<file path="config.mk">
export PLATFORM = sky130hd
export DESIGN_NAME = dmaseq_top
export DESIGN_NICKNAME = d
export VERILOG_FILES = /design/src/rtl/dmaseq_pkg.sv /design/src/rtl/dmaseq_ctrl.sv /design/src/rtl/dmaseq_dpath.sv /design/src/rtl/dmaseq_top.sv
export SDC_FILE = /design/constraint.sdc
export NUM_CORES = 1
export LEC_CHECK = 0
export ABC_AREA = 1
export BUFFER_PORTS_ARGS = -buffer_cell sky130_fd_sc_hd__clkbuf_2
export CAP_MARGIN = 0
export CORE_ASPECT_RATIO = 1.25
export CORE_UTILIZATION = 59
export CTS_BUF_LIST = sky130_fd_sc_hd__clkbuf_4 sky130_fd_sc_hd__clkbuf_8
export DETAILED_ROUTE_END_ITERATION = 10
export PLACE_DENSITY = 0.91
export SYNTH_ARGS = -nofsm -noshare
export SYNTH_HDL_FRONTEND = slang
export SYNTH_SLANG_ARGS = --single-unit
</file>
<file path="constraint.sdc">
create_clock -name clk -period 3.85 [get_ports clk]
set_input_delay 0.77 -clock clk [delete_from_list [all_inputs] [get_ports clk]]
set_output_delay 0.77 -clock clk [all_outputs]
set_load 0.005 [all_outputs]
</file>
<file path="src/rtl/dmaseq_pkg.sv">
package dmaseq_pkg;

  localparam int CTL_W       = 8;
  localparam int BIT_EN      = 0;
  localparam int BIT_INC_RD  = 1;
  localparam int BIT_INC_WR  = 2;
  localparam int BIT_SZ_LO   = 3;
  localparam int BIT_SZ_HI   = 4;
  localparam int BIT_IRQ_CLR = 5;
  localparam int BIT_RDE_CLR = 6;
  localparam int BIT_WRE_CLR = 7;

  typedef enum logic [1:0] {
    SZ_BYTE = 2'd0,
    SZ_HALF = 2'd1,
    SZ_WORD = 2'd2,
    SZ_RSVD = 2'd3
  } xferSize_t;

  typedef enum logic {
    PH_READ  = 1'b0,
    PH_WRITE = 1'b1
  } phase_t;

  // strobes from control to datapath
  typedef struct packed {
    logic capture;   // clean read completion: latch read data
    logic advance;   // clean write completion: move pointers, count down
  } dpStrobe_t;

  function automatic logic [2:0] stepBytes(xferSize_t s);
    case (s)
      SZ_BYTE: return 3'd1;
      SZ_HALF: return 3'd2;
      default: return 3'd4;
    endcase
  endfunction

  function automatic xferSize_t effSize(xferSize_t s);
    return (s == SZ_RSVD) ? SZ_WORD : s;
  endfunction

endpackage

</file>
<file path="src/rtl/dmaseq_ctrl.sv">
module dmaseq_ctrl
  import dmaseq_pkg::*;
(
  input  logic                 clk,
  input  logic                 rstN,
  input  logic                 ctrlWr,
  input  logic [CTL_W-1:0]     ctrlWdata,
  input  logic                 trigger,
  input  logic                 busAck,
  input  logic                 busErr,
  input  logic                 countIsOne,
  input  logic                 countIsZero,
  output logic                 enable,
  output logic                 incRd,
  output logic                 incWr,
  output xferSize_t            cfgSize,
  output logic                 busy,
  output phase_t               phase,
  output logic                 busReq,
  output logic                 rdErr,
  output logic                 wrErr,
  output logic                 irq,
  output dpStrobe_t            strobe
);

  logic reqLive, done, errHit, rdBad, wrBad, startOk, lastDone;

  assign reqLive = busy & enable;
  assign done    = reqLive & busAck;
  assign rdBad   = done & (phase == PH_READ)  & busErr;
  assign wrBad   = done & (phase == PH_WRITE) & busErr;
  assign errHit  = rdBad | wrBad;

  assign strobe.capture = done & (phase == PH_READ)  & ~busErr;
  assign strobe.advance = done & (phase == PH_WRITE) & ~busErr;

  assign lastDone = strobe.advance & countIsOne;
  assign startOk  = trigger & enable & ~busy & ~countIsZero & ~rdErr & ~wrErr;
  assign busReq   = reqLive;

  // configuration fields
  always_ff @(posedge clk or negedge rstN) begin
    if (!rstN) begin
      enable  <= 1'b0;
      incRd   <= 1'b0;
      incWr   <= 1'b0;
      cfgSize <= SZ_BYTE;
    end else if (ctrlWr) begin
      enable  <= ctrlWdata[BIT_EN];
      incRd   <= ctrlWdata[BIT_INC_RD];
      incWr   <= ctrlWdata[BIT_INC_WR];
      cfgSize <= xferSize_t'(ctrlWdata[BIT_SZ_HI:BIT_SZ_LO]);
    end
  end

  // run state
  always_ff @(posedge clk or negedge rstN) begin
    if (!rstN) begin
      busy  <= 1'b0;
      phase <= PH_READ;
    end else begin
      if (startOk) begin
        busy  <= 1'b1;
        phase <= PH_READ;
      end else if (errHit) begin
        busy  <= 1'b0;
        phase <= PH_READ;
      end else if (strobe.capture) begin
        phase <= PH_WRITE;
      end else if (strobe.advance) begin
        phase <= PH_READ;
        if (countIsOne) busy <= 1'b0;
      end
    end
  end

  // sticky flags: set beats clear
  always_ff @(posedge clk or negedge rstN) begin
    if (!rstN) begin
      rdErr <= 1'b0;
      wrErr <= 1'b0;
      irq   <= 1'b0;
    end else begin
      if (rdBad)                                rdErr <= 1'b1;
      else if (ctrlWr && ctrlWdata[BIT_RDE_CLR]) rdErr <= 1'b0;
      if (wrBad)                                wrErr <= 1'b1;
      else if (ctrlWr && ctrlWdata[BIT_WRE_CLR]) wrErr <= 1'b0;
      if (errHit || lastDone)                    irq <= 1'b1;
      else if (ctrlWr && ctrlWdata[BIT_IRQ_CLR]) irq <= 1'b0;
    end
  end

  AST_REQ_ONLY_WHEN_BUSY: assert property (@(posedge clk) disable iff (!rstN)
    busReq |-> busy);
  AST_PAUSE_KEEPS_BUSY: assert property (@(posedge clk) disable iff (!rstN)
    (busy && !enable) |=> busy);
  AST_ERROR_HALTS: assert property (@(posedge clk) disable iff (!rstN)
    (busReq && busAck && busErr) |=> (!busy && irq));
  AST_TRIGGER_IGNORED_DISABLED: assert property (@(posedge clk) disable iff (!rstN)
    (!busy && trigger && !enable) |=> !busy);
  AST_STROBES_EXCLUSIVE: assert property (@(posedge clk) disable iff (!rstN)
    !(strobe.capture && strobe.advance));

endmodule

</file>
<file path="src/rtl/dmaseq_dpath.sv">
module dmaseq_dpath
  import dmaseq_pkg::*;
#(
  parameter int ADDR_W = 32,
  parameter int DATA_W = 32,
  parameter int CNT_W  = 16
) (
  input  logic              clk,
  input  logic              rstN,
  input  dpStrobe_t         strobe,
  input  logic              incRd,
  input  logic              incWr,
  input  xferSize_t         cfgSize,
  input  phase_t            phase,
  input  logic              ldRdAddr,
  input  logic              ldWrAddr,
  input  logic              ldCount,
  input  logic [ADDR_W-1:0] ldValue,
  input  logic [DATA_W-1:0] busRdata,
  output logic [ADDR_W-1:0] rdAddr,
  output logic [ADDR_W-1:0] wrAddr,
  output logic [CNT_W-1:0]  count,
  output logic [DATA_W-1:0] holdData,
  output logic [ADDR_W-1:0] busAddr,
  output logic              countIsOne,
  output logic              countIsZero
);

  localparam int NPTR = 2;        // index 0 = read pointer, 1 = write pointer
  localparam int PAD  = ADDR_W - 3;

  logic [ADDR_W-1:0] step;
  logic [ADDR_W-1:0] ptrQ  [NPTR];
  logic [NPTR-1:0]   incSel;
  logic [NPTR-1:0]   ldSel;

  assign step   = {{PAD{1'b0}}, stepBytes(cfgSize)};
  assign incSel = {incWr, incRd};
  assign ldSel  = {ldWrAddr, ldRdAddr};

  for (genvar i = 0; i < NPTR; i++) begin : gPtr
    always_ff @(posedge clk or negedge rstN) begin
      if (!rstN)                          ptrQ[i] <= '0;
      else if (ldSel[i])                  ptrQ[i] <= ldValue;
      else if (strobe.advance && incSel[i]) ptrQ[i] <= ptrQ[i] + step;
    end
  end

  always_ff @(posedge clk or negedge rstN) begin
    if (!rstN)               count <= '0;
    else if (ldCount)        count <= ldValue[CNT_W-1:0];
    else if (strobe.advance) count <= count - 1'b1;
  end

  always_ff @(posedge clk or negedge rstN) begin
    if (!rstN)               holdData <= '0;
    else if (strobe.capture) holdData <= busRdata;
  end

  assign rdAddr      = ptrQ[0];
  assign wrAddr      = ptrQ[1];
  assign busAddr     = (phase == PH_WRITE) ? ptrQ[1] : ptrQ[0];
  assign countIsOne  = (count == CNT_W'(1));
  assign countIsZero = (count == '0);

  AST_COUNT_STEPS_DOWN: assert property (@(posedge clk) disable iff (!rstN)
    (strobe.advance && !ldCount) |=> (count == $past(count) - 1'b1));
  AST_RDPTR_HELD: assert property (@(posedge clk) disable iff (!rstN)
    (strobe.advance && !incRd && !ldRdAddr) |=> $stable(rdAddr));
  AST_WRPTR_HELD: assert property (@(posedge clk) disable iff (!rstN)
    (!strobe.advance && !ldWrAddr) |=> $stable(wrAddr));

endmodule

</file>
<file path="src/rtl/dmaseq_top.sv">
module dmaseq_top
  import dmaseq_pkg::*;
#(
  parameter int ADDR_W = 32,
  parameter int DATA_W = 32,
  parameter int CNT_W  = 16
) (
  input  logic              clk,
  input  logic              rstN,
  input  logic              ctrlWr,
  input  logic [7:0]        ctrlWdata,
  input  logic              trigger,
  input  logic              ldRdAddr,
  input  logic              ldWrAddr,
  input  logic              ldCount,
  input  logic [ADDR_W-1:0] ldValue,
  output logic              busReq,
  output logic              busWrite,
  output logic [ADDR_W-1:0] busAddr,
  output logic [1:0]        busSize,
  output logic [DATA_W-1:0] busWdata,
  input  logic              busAck,
  input  logic              busErr,
  input  logic [DATA_W-1:0] busRdata,
  output logic              busy,
  output logic              rdErr,
  output logic              wrErr,
  output logic              anyErr,
  output logic              irq,
  output logic [ADDR_W-1:0] rdAddr,
  output logic [ADDR_W-1:0] wrAddr,
  output logic [CNT_W-1:0]  count
);

  dpStrobe_t strobe;
  phase_t    phase;
  xferSize_t cfgSize;
  logic      enable, incRd, incWr, countIsOne, countIsZero;

  dmaseq_ctrl uCtrl (
    .clk(clk), .rstN(rstN), .ctrlWr(ctrlWr), .ctrlWdata(ctrlWdata),
    .trigger(trigger), .busAck(busAck), .busErr(busErr),
    .countIsOne(countIsOne), .countIsZero(countIsZero),
    .enable(enable), .incRd(incRd), .incWr(incWr), .cfgSize(cfgSize),
    .busy(busy), .phase(phase), .busReq(busReq),
    .rdErr(rdErr), .wrErr(wrErr), .irq(irq), .strobe(strobe)
  );

  dmaseq_dpath #(.ADDR_W(ADDR_W), .DATA_W(DATA_W), .CNT_W(CNT_W)) uDpath (
    .clk(clk), .rstN(rstN), .strobe(strobe), .incRd(incRd), .incWr(incWr),
    .cfgSize(cfgSize), .phase(phase), .ldRdAddr(ldRdAddr), .ldWrAddr(ldWrAddr),
    .ldCount(ldCount), .ldValue(ldValue), .busRdata(busRdata),
    .rdAddr(rdAddr), .wrAddr(wrAddr), .count(count), .holdData(busWdata),
    .busAddr(busAddr), .countIsOne(countIsOne), .countIsZero(countIsZero)
  );

  assign busWrite = (phase == PH_WRITE);
  assign busSize  = effSize(cfgSize);
  assign anyErr   = rdErr | wrErr;

  AST_ANYERR_IS_OR: assert property (@(posedge clk) disable iff (!rstN)
    (rdErr || wrErr) |-> anyErr);

endmodule

</file>
Word level (Yosys, flattened, before mapping)
Cells that the tools add are included.
{"block": "word_totals", "register_bits": 122, "out_inout_bits": 153}
{"block": "op_classes", "addsub": 3, "n_eq_ne": 4, "muxes": 24, "bitwise": 22, "reduce_logical": 18}
{"cell": "32-bit 2-to-1 mux", "n": 5}
{"cell": "32-bit by 3-bit adder with 32-bit output", "n": 2}
{"cell": "16-bit 2-to-1 mux", "n": 2}
{"cell": "16-bit by 1-bit equality test with 1-bit output, second input constant", "n": 1}
{"cell": "16-bit zero test", "n": 1}
{"cell": "16-bit by 1-bit subtractor with 16-bit output, second input constant", "n": 1}
{"cell": "1-bit 2-to-1 mux", "n": 15}
{"cell": "1-bit AND", "n": 14}
{"cell": "2-bit nonzero test", "n": 6}
{"cell": "1-bit NOT", "n": 6}
{"cell": "3-bit one-hot mux with 2 select lines", "n": 1}
{"cell": "3-bit nonzero test", "n": 2}
{"cell": "1-bit logical AND", "n": 5}
{"cell": "4-bit nonzero test", "n": 1}
{"cell": "3-bit by 1-bit inequality test with 1-bit output, second input constant", "n": 1}
{"cell": "3-bit AND reduction", "n": 1}
{"cell": "2-bit by 1-bit equality test with 1-bit output, second input constant", "n": 1}
{"cell": "2-bit equality test, second input constant", "n": 1}
{"cell": "2-bit zero test", "n": 1}
{"cell": "2-bit 2-to-1 mux", "n": 1}
{"cell": "1-bit bitwise OR", "n": 2}
{"cell": "1-bit logical OR", "n": 1}

Depth between registers and ports, before layout
Gate-level depths: netlist of run 1.
{"block": "depth", "depth_word": 8, "ltp_mapped": 17}

Cells and area by module
From an unflattened synthesis of run 1, not the netlist that was laid out.
{"block": "hier_totals", "hier_cells": 1136, "area_unflattened_um2": 8120.3}
{"module": "dmaseq_dpath", "instances": 1, "cells_each": 1082, "area_per_inst_um2": 7641.1}
{"module": "dmaseq_ctrl", "instances": 1, "cells_each": 48, "area_per_inst_um2": 456.7}
{"module": "dmaseq_top", "instances": 1, "cells_each": 6, "area_per_inst_um2": 22.5}

Worst setup path after synthesis of run 1
No wires, ideal clock.
{"block": "synth_timing", "path_type": "reg2reg", "start": "register uCtrl.cfgSize[1]", "end": "register uDpath.ptrQ (netlist bit uDpath.wrAddr[30])", "arrival_ns": 1.757, "setup_slack_ns": 1.969, "stages_incl_launch_ff": 13, "path_buffers": 0, "period_less_slack_ns": 1.881, "path_cell_list": "dfrtp_1 -> nor2_1 -> ha_1 -> ha_1 -> inv_1 -> nand3_1 -> nand4_2 -> nor2_4 -> nand2_1 -> nand2_1 -> nand2_1 -> nand2_1 -> nand3_1"}
{"block": "synth_via", "elab_chain_cells": 5, "elab_cells_between_ends": 6}
{"element": "start: declaration", "line": "dmaseq_ctrl.sv:16", "source": "output xferSize_t cfgSize,"}
{"element": "start signal: assignment", "line": "dmaseq_ctrl.sv:52", "source": "cfgSize <= xferSize_t'(ctrlWdata[BIT_SZ_HI:BIT_SZ_LO]);"}
{"element": "2-bit by 1-bit equality test with 1-bit output / 2-bit zero test (equally long branches)", "line": "dmaseq_pkg.sv:32", "source": "case (s)"}
{"element": "3-bit one-hot mux with 2 select lines *", "line": "dmaseq_pkg.sv:32"}
{"element": "32-bit by 3-bit adder with 32-bit output *", "line": "dmaseq_dpath.sv:45", "source": "else if (strobe.advance && incSel[i]) ptrQ[i] <= ptrQ[i] + step;"}
{"element": "32-bit 2-to-1 mux *", "line": "dmaseq_dpath.sv:45"}
{"element": "32-bit 2-to-1 mux *", "line": "dmaseq_dpath.sv:44", "source": "else if (ldSel[i]) ptrQ[i] <= ldValue;"}
{"element": "end signal: indexed assignment", "line": "dmaseq_dpath.sv:44"}
{"element": "end signal: indexed assignment", "line": "dmaseq_dpath.sv:45"}
{"element": "end: declaration", "line": "dmaseq_dpath.sv:33", "source": "logic [ADDR_W-1:0] ptrQ [NPTR];"}
Every way passes the cells marked *; elsewhere a longest branch is shown, timed or not. The select of a mux whose other input is x is not followed.
A chain may end at the register's enable or synchronous reset.

Final worst setup path of run 1
{"block": "layout_timing", "start": "register uCtrl.phase", "end": "output port busAddr[16]"}
{"block": "layout_via", "elab_chain_cells": 1}
{"element": "start: declaration", "line": "dmaseq_ctrl.sv:18", "source": "output phase_t phase,"}
{"element": "start signal: assignment", "line": "dmaseq_ctrl.sv:60", "source": "phase <= PH_READ;"}
{"element": "start signal: assignment", "line": "dmaseq_ctrl.sv:64", "source": "phase <= PH_READ;"}
{"element": "start signal: assignment", "line": "dmaseq_ctrl.sv:67", "source": "phase <= PH_READ;"}
{"element": "32-bit 2-to-1 mux", "line": "dmaseq_dpath.sv:62", "source": "assign busAddr = (phase == PH_WRITE) ? ptrQ[1] : ptrQ[0];"}
{"element": "end: declaration", "line": "dmaseq_top.sv:19", "source": "output logic [ADDR_W-1:0] busAddr,"}
No other way between the ends.

==> flow_summary.yaml, run 1 <==
run_status:
  status: "complete, no violations"
critical_path:
  r2r_end: "uDpath.rdAddr[14]$_DFFE_PN0P_"
  path_class: "reg2out"
  required_ns: 3.08
  reg2reg_depth: 16
  crit_arrival_ns: 2.05
  crit_start: "uCtrl.phase$_DFFE_PN0P_"
  worst-path-max-fanout: 42
  cp-end-kind: "output pin"
  endpoint: "busAddr[16]"
  startpoint_type: "flip-flop"
  reg2reg_from: "uCtrl.cfgSize[1]$_DFFE_PN0P_"
  r2r_slack_ns: 1.42
synth:
  yosysWarnings: 0
  ys_seq_elements: 122
  yosysTopAreaCell: "dfrtp_1"
  ys_seq_area_frac: 0.375
  avgSynthCellArea_um2: 7.20
  synth_flop_cell: "dfrtp_1"
  synth_top_area_share: 0.375
  synthesis.nets: 1218
  synth_cell_types: 44
  synthArstFlopShare: 1.00
  netlist_top_cells_area: "dfrtp_1, nand2_1, inv_1, nand3_1, mux2_2"
  netlist_instances: 1130
  synth_edf_count: 0
  synthMostInstantiatedCell: "nand2_1"
  synth_top_cells_by_count: "nand2_1, inv_1, dfrtp_1"
  syn_area_mm2: 0.00814
timing:
  fmax_mhz: 355
  whs_ns: 0.306
  finalHoldViolations: 0
  worst_pin_slew_ns: 0.704
  slew_headroom: 0.530
  fin_crit_sh: 0.732
  setup_tns_ns: 0
  period_needed_ns: 2.82
  grt_setup_unrepaired: "no"
  drv_slew: 0
  fin_worst_skew_ns: 0.00976
  setup_violations: 0
cts:
  clk_latency_ns: 0.47
  postCtsSetupRepairBufs: 0
  tritoncts: "done"
  cts_made_buffers: 17
  h-tree-depth: 4
  cts-root-buf: "clkbuf_8"
  clkTransAtPathRegs_ns: 0.08
  cts_repair_resize_count: 0
  cts_sinks: 122
  clockBufferDepth: 2
  cts_hold_buf: 0
pwr:
  power-per-cell-area_mw_per_mm2: 459
  p_leak_nw: 5.12
  p_total_mw: 4.52
  ir_drop_mv: 0.476
layout:
  area_growth_pct: 20.8
  stdcell_area_mm2: 0.00983
  diodes: 0
  final_nets: 1443
  layoutNonFillerInstCount: 1539
  drive_gt1_frac: 0.266
placed_design:
  placed_area_mm2: 0.00942
  io_buffers: 233
  dp_hpwl_um: 22700
  dp_cells: 1507
  place.gp.congestion: 0.990
job:
  drv_cap: 0
routing:
  via_per_inst: 5.95
  ant_nets: 0
  avgRoutedWirePerCell_um: 19.4
  wirelength_um: 29800
  vias: 9152
  drt_pass1_iterations: 6
  drc: 0
  first_iter_violations: 847
grt:
  grt_max_degree: 76
  grt_overflow: 0
  grt_pass1_vias: 8762
  grt_use_total: 0.427
  grt_pass1_wl_um: 45900
  antenna_found_initial: 0
floorplanning:
  pin_count: 234
  core_area_mm2: 0.0133
  die_y_um: 133
  start_util: 0.610
  die_area_mm2: 0.0143
  rows: 47
  dieWidth_um: 107
min_path:
  hold_path_class: "in2async"
[flip-flops by register name (all words and copies together), names as in the netlist]
signal / cells
uCtrl.wrErr: 1
uDpath.holdData: 32
uCtrl.busy: 1
uDpath.wrAddr: 32
uDpath.rdAddr: 32
uCtrl.incRd: 1
uCtrl.cfgSize: 2
uCtrl.phase: 1
uCtrl.enable: 1
uCtrl.rdErr: 1
uCtrl.incWr: 1
uCtrl.irq: 1
uDpath.count: 16
[through the flow]
stage / setup WS [ns] / util
2_1_floorplan: 1.97 / -
3_3_place_gp: 1.40 / 0.706
3_5_place_dp: 1.33 / 0.706
4_1_cts: 1.07 / 0.737
5_1_grt: 0.908 / 0.737
6_report: 1.03 / 0.737
[layer usage]
| layer | track usage | wire (um) |
|---|---|---|
| met1 | 0.496 | 10700 |
| met2 | 0.715 | 14400 |
| met3 | 0.0866 | 2600 |
| met4 | 0.274 | 2120 |
| met5 | 0 | 0 |
[area by class of cell]
cell class | instances | area [um2]
clock buffers | 17 | 234
clock inverters | 15 | 178
fillers | 1070 | 3520
inverters | 157 | 593
multi-input cells | 821 | 4360
flip-flops and latches | 122 | 3050
well taps | 171 | 214
repair buffers | 236 | 1200
[how the worst min path moves through the flow]
stage                              startpoint                              to  cells past startpoint
6_report                                 rstN   uDpath.wrAddr[23]$_DFFE_PN0P_                      1
3_5_place_dp   uDpath.holdData[8]$_DFFE_PN0P_  uDpath.holdData[8]$_DFFE_PN0P_                      1
5_1_grt                                  rstN   uDpath.wrAddr[23]$_DFFE_PN0P_                      1
4_1_cts                                  rstN   uDpath.wrAddr[23]$_DFFE_PN0P_                      1
3_3_place_gp   uDpath.holdData[6]$_DFFE_PN0P_  uDpath.holdData[6]$_DFFE_PN0P_                      1
2_1_floorplan        uCtrl.enable$_DFFE_PN0P_        uCtrl.enable$_DFFE_PN0P_                      2
[logic make-up after synthesis]
group,after synthesis,synth area share
simple gates,636,0.359
buf+inv,187,0.0899
compound gates,125,0.0988
flops,122,0.375
mux,32,0.0443
xor+xnor,21,0.0226
fa+ha+maj,7,0.0108
[critical path: stages, from the launching register on]
cell      delay (ns)
dfrtp_2         0.83
buf_4           0.37
nand2_1         0.08
o21ai_0         0.13
clkbuf_2        0.17
[placed cells by master, fill, tap and decap left out, drive strengths merged, types with 10 or more instances in the layout]
master	n
xor2	19
nor2	93
nand3	97
o221ai	18
o211ai	10
inv	163
dfrtp	122
nand4	22
mux2	32
o22ai	22
o21ai	57
clkbuf	249
nor3	24
nand2	393
[power by group]
group | switching [mW] | total (mW) | internal (mW)
sequential | 0.331 | 1.88 | 1.55
combinational | 0.777 | 1.41 | 0.629
clock | 0.632 | 1.23 | 0.598
(Power assumes the default switching activity.)
==> run 2, diff against run 1 <==
--- a/config.mk
+++ b/config.mk
@@ -5,14 +5,14 @@
 export SDC_FILE = /design/constraint.sdc
 export NUM_CORES = 1
 export LEC_CHECK = 0
-export ABC_AREA = 1
+export ABC_AREA = 0
 export BUFFER_PORTS_ARGS = -buffer_cell sky130_fd_sc_hd__clkbuf_2
 export CAP_MARGIN = 0
 export CORE_ASPECT_RATIO = 1.25
-export CORE_UTILIZATION = 59
+export CORE_UTILIZATION = 53
 export CTS_BUF_LIST = sky130_fd_sc_hd__clkbuf_4 sky130_fd_sc_hd__clkbuf_8
 export DETAILED_ROUTE_END_ITERATION = 10
-export PLACE_DENSITY = 0.91
+export PLACE_DENSITY = 0.85
 export SYNTH_ARGS = -nofsm -noshare
 export SYNTH_HDL_FRONTEND = slang
 export SYNTH_SLANG_ARGS = --single-unit
==> constraint.sdc (replaced) <==
create_clock -name clk -period 2.7 [get_ports clk]
set_input_delay 0.54 -clock clk [delete_from_list [all_inputs] [get_ports clk]]
set_output_delay 0.54 -clock clk [all_outputs]
set_load 0.005 [all_outputs]
==> flow_summary.yaml, run 2 <==
grt:
  grt_overflow: 0
  grt_pass1_wl_um: 31800
  antenna_found_initial: 0
  grt_max_degree: 60
  grt_pass1_vias: 6201
  grt_use_total: 0.302
min_path:
  hold_path_class: "in2async"
cts:
  cts_sinks: 122
  clockBufferDepth: 2
  postCtsSetupRepairBufs: 0
  cts_hold_buf: 0
  clk_latency_ns: 0.45
  clkTransAtPathRegs_ns: 0.07
  cts_repair_resize_count: 0
  cts_made_buffers: 17
  tritoncts: "done"
  cts-root-buf: "clkbuf_8"
  h-tree-depth: 4
placed_design:
  dp_hpwl_um: 15200
  placed_area_mm2: 0.00834
  dp_cells: 1081
  place.gp.congestion: 0.930
  dp_slack_ns: 0.323
  io_buffers: 233
synth:
  synthMostInstantiatedCell: "dfrtp_1"
  synth_cell_types: 55
  yosysTopAreaCell: "dfrtp_1"
  ys_seq_elements: 122
  netlist_instances: 699
  synth_top_area_share: 0.439
  synth_edf_count: 0
  avgSynthCellArea_um2: 9.96
  ys_seq_area_frac: 0.439
  synth_top_cells_by_count: "dfrtp_1, nand2_1, mux2_2"
  synthArstFlopShare: 1.00
  synthesis.nets: 787
  syn_area_mm2: 0.00696
  yosysWarnings: 0
  synth_flop_cell: "dfrtp_1"
  netlist_top_cells_area: "dfrtp_1, mux2_2, nand2_1, xor2_1, o21ai_0"
floorplanning:
  die_area_mm2: 0.0136
  rows: 46
  start_util: 0.545
  dieWidth_um: 105
  die_y_um: 130
  core_area_mm2: 0.0128
  pin_count: 234
critical_path:
  crit_arrival_ns: 2.71
  crit_chain: "nor2_1 -> ha_1 -> ha_1 -> a211o_1 -> nand3_1 -> nor3_1 -> mux2i_1 -> a211o_1"
  required_ns: 3.04
  critPathBufInv: 0
  startpoint_type: "flip-flop"
  critPathSlowestCell: "dfrtp_1"
  worst-path-max-fanout: 9
  cp-end-kind: "flip-flop"
  path_class: "reg2reg"
  crit_family: "simple AND/OR/NAND/NOR gates"
  max_stage_delay_ns: 0.48
routing:
  wirelength_um: 20100
  ant_nets: 0
  via_per_inst: 5.77
  first_iter_violations: 459
  avgRoutedWirePerCell_um: 18.1
  vias: 6412
  drt_pass1_iterations: 5
  drc: 0
timing:
  setup_violations: 0
  grt_setup_unrepaired: "no"
  setup_tns_ns: 0
  drv_slew: 0
  worst_pin_slew_ns: 0.755
  period_needed_ns: 2.38
  fmax_mhz: 421
  setup_ws_ns: 0.325
  fin_worst_skew_ns: 0.0115
  whs_ns: 0.0527
  fin_crit_sh: 0.880
  slew_headroom: 0.497
  finalHoldViolations: 0
layout:
  final_core_util: 0.682
  final_common_cell: "clkbuf_2"
  final_nets: 1020
  final_cell_mix: "clkbuf_2, dfrtp_1, nand2_1, mux2_2, o21ai_0"
  final-seq-area_mm2: 0.00305
  drive_gt1_frac: 0.397
  multi_input_area_mm2: 0.00373
  diodes: 0
  stdcell_area_mm2: 0.00871
  fill_cells: 1050
  layoutNonFillerInstCount: 1111
  area_growth_pct: 25.1
pwr:
  p_total_mw: 5.91
  p_leak_nw: 4.05
  power-per-cell-area_mw_per_mm2: 678
  ir_drop_mv: 0.389
run_status:
  status: "complete, no violations"
job:
  drv_cap: 0
run 2: cell count changes after synthesis, sizes merged, moves of 10 or more:
cell,before,now
and3,1,17
clkbuf,16,28
inv,156,9
mux2,32,74
nand2,393,93
nand3,97,41
nor2,93,17
nor2b,0,10
nor4,1,13
o21ai,57,69
o221ai,18,0
o22ai,22,0
xnor2,2,31
xor2,19,35
run 2: path summary, 6_finish.rpt:
kind	start	to	slack (ns)	depth (start not counted)
worst max-delay path	uCtrl.cfgSize[0]$_DFFE_PN0P_	uDpath.wrAddr[24]$_DFFE_PN0P_	0.32	8
worst min-delay path	rstN	uDpath.holdData[23]$_DFFE_PN0P_	0.05	1
worst max register to register	uCtrl.cfgSize[0]$_DFFE_PN0P_	uDpath.wrAddr[24]$_DFFE_PN0P_	0.32	8
worst min register to register	uDpath.holdData[0]$_DFFE_PN0P_	uDpath.holdData[0]$_DFFE_PN0P_	0.51	1
max in group asynchronous	rstN	uDpath.holdData[11]$_DFFE_PN0P_	1.89	2
min in group clk	ldValue[29]	uDpath.rdAddr[29]$_DFFE_PN0P_	0.32	3
run 2: cells by family (layout without fill, tap and decap cells):
family	after synthesis	count (layout)	share of synthesized area
compound gates	102	102	0.0841
fa+ha+maj	8	8	0.0140
buf+inv	45	289	0.0259
mux	80	80	0.128
xor+xnor	66	66	0.0830
flops	122	122	0.439
simple gates	276	276	0.226
run 2: cell type report:
| cell class | instances | share of cell area |
|---|---|---|
| flip-flops and latches | 122 | 0.351 |
| inverters | 9 | 0.00388 |
| well taps | 168 | 0.0241 |
| clock buffers | 27 | 0.0376 |
| multi-input cells | 532 | 0.429 |
| clock inverters | 3 | 0.00460 |
| repair buffers | 250 | 0.150 |
run 2: per-layer routing:
layer | GRT usage | up-vias | wire (um) | share of wire
li1 | - | 2989 | - | -
met1 | 0.367 | 3127 | 8160 | 0.41
met2 | 0.520 | 248 | 10200 | 0.51
met3 | 0.0534 | 48 | 1050 | 0.052
met4 | 0.156 | 0 | 692 | 0.034
met5 | 0 | - | 0 | 0
run 2: where the power goes:
part           switching (mW)  internal [mW]
logic                   0.834          0.947
clock network           0.680          0.859
registers               0.369           2.22
run 2: worst register-to-register path: stages (launching register included):
cell and delay [ns]:
dfrtp_1 0.48, nor2_1 0.18, ha_1 0.25, ha_1 0.21, a211o_1 0.15, nand3_1 0.26, nor3_1 0.36, mux2i_1 0.12
a211o_1 0.27
==> run 3, diff against run 2 <==
--- a/config.mk
+++ b/config.mk
@@ -6,13 +6,13 @@
 export NUM_CORES = 1
 export LEC_CHECK = 0
 export ABC_AREA = 0
-export BUFFER_PORTS_ARGS = -buffer_cell sky130_fd_sc_hd__clkbuf_2
+export BUFFER_PORTS_ARGS = -buffer_cell sky130_fd_sc_hd__buf_2
 export CAP_MARGIN = 0
 export CORE_ASPECT_RATIO = 1.25
 export CORE_UTILIZATION = 53
 export CTS_BUF_LIST = sky130_fd_sc_hd__clkbuf_4 sky130_fd_sc_hd__clkbuf_8
 export DETAILED_ROUTE_END_ITERATION = 10
-export PLACE_DENSITY = 0.85
+export PLACE_DENSITY = 0.86
 export SYNTH_ARGS = -nofsm -noshare
 export SYNTH_HDL_FRONTEND = slang
 export SYNTH_SLANG_ARGS = --single-unit
==> flow_summary.yaml, run 3 (synthesized netlist as in run 2, its figures left out) <==
floorplanning:
  pin_count: 234
  core_area_mm2: 0.0128
  dieWidth_um: 105
  rows: 46
  die_y_um: 130
  start_util: 0.545
  die_area_mm2: 0.0136
cts:
  tritoncts: "done"
  postCtsSetupRepairBufs: 0
  cts_sinks: 122
  cts-root-buf: "clkbuf_8"
  h-tree-depth: 4
  clkTransAtPathRegs_ns: 0.08
  cts_hold_buf: 0
  clk_latency_ns: 0.44
  clockBufferDepth: 2
  cts_repair_resize_count: 1
  cts_made_buffers: 17
run_status:
  status: "complete, no violations"
critical_path:
  required_ns: 3.03
  path_class: "reg2reg"
  cp-end-kind: "flip-flop"
  worst-path-max-fanout: 14
  startpoint_type: "flip-flop"
  crit_arrival_ns: 2.86
timing:
  fmax_mhz: 394
  setup_violations: 0
  slew_headroom: 0.450
  fin_worst_skew_ns: 0.00982
  finalHoldViolations: 0
  grt_setup_unrepaired: "no"
  whs_ns: 0.176
  setup_tns_ns: 0
  period_needed_ns: 2.54
  worst_pin_slew_ns: 0.824
  drv_slew: 0
  fin_crit_sh: 0.939
placed_design:
  io_buffers: 233
  dp_hpwl_um: 15000
  dp_cells: 1082
  place.gp.congestion: 0.911
pwr:
  power-per-cell-area_mw_per_mm2: 724
  ir_drop_mv: 0.339
  p_total_mw: 6.40
  p_leak_nw: 4.07
layout:
  final_common_cell: "buf_2"
  final_cell_mix: "buf_2, dfrtp_1, nand2_1, mux2_2, o21ai_0"
  drive_gt1_frac: 0.399
  diodes: 0
  layoutNonFillerInstCount: 1113
  final_core_util: 0.692
  final_nets: 1021
  area_growth_pct: 27.0
routing:
  vias: 6548
  wirelength_um: 20500
  first_iter_violations: 380
  drt_pass1_iterations: 5
  via_per_inst: 5.88
  ant_nets: 0
  avgRoutedWirePerCell_um: 18.4
  drc: 0
job:
  drv_cap: 0
grt:
  grt_pass1_vias: 6129
  grt_max_degree: 61
  antenna_found_initial: 0
  grt_pass1_wl_um: 31700
  grt_overflow: 0
  grt_use_total: 0.302
min_path:
  hold_path_class: "in2async"
-- run 3: through the flow --
stage          setup WS [ns]  area [um2]
2_1_floorplan          0.470        6960
3_3_place_gp         -0.0425        8350
3_5_place_dp          -0.109        8350
4_1_cts                0.234        8840
5_1_grt               0.0235        8840
6_report               0.164        8840
-- run 3: critical path: stages (launching register included) --
cell and delay (ns):
dfrtp_1 0.41, nor2_1 0.16, ha_1 0.25, ha_1 0.21
a21oi_1 0.09, nor2_2 0.66, nand4_1 0.20, xnor2_1 0.18
mux2_2 0.26
-- run 3: worst paths after layout --
kind | endpoint | cells past startpoint | slack (ns) | start
max | uDpath.rdAddr[24]$_DFFE_PN0P_ | 8 | 0.16 | uCtrl.cfgSize[1]$_DFFE_PN0P_
min | uDpath.holdData[29]$_DFFE_PN0P_ | 1 | 0.18 | rstN
max reg2reg | uDpath.rdAddr[24]$_DFFE_PN0P_ | 8 | 0.16 | uCtrl.cfgSize[1]$_DFFE_PN0P_
min reg2reg | uDpath.holdData[21]$_DFFE_PN0P_ | 1 | 0.50 | uDpath.holdData[21]$_DFFE_PN0P_
max in group asynchronous | uDpath.wrAddr[4]$_DFFE_PN0P_ | 2 | 1.79 | rstN
min in group clk | uDpath.rdAddr[16]$_DFFE_PN0P_ | 3 | 0.32 | ldValue[16]
-- run 3: routing by layer --
metal,global-route usage,vias to the layer above,share of wire
li1,-,2993,-
met2,0.523,329,0.51
met1,0.369,3171,0.38
met4,0.134,0,0.029
met3,0.0569,55,0.073
met5,0,-,0
-- run 3: where the power goes --
| group | internal, mW | leakage [nW] | switching [mW] |
|---|---|---|---|
| Clock | 1.29 | 0.242 | 0.758 |
| Sequential | 2.21 | 1.47 | 0.359 |
| Combinational | 0.953 | 2.36 | 0.836 |
| Total | 4.45 | 4.07 | 1.95 |
-- run 3: layout make-up --
| class | count | area, um2 |
|---|---|---|
| well taps | 168 | 210 |
| clock buffers | 18 | 241 |
| multi-input cells | 532 | 3740 |
| repair buffers | 251 | 1320 |
| inverters | 9 | 33.8 |
| clock inverters | 13 | 249 |
| flip-flops and latches | 122 | 3050 |
| fillers | 982 | 3940 |
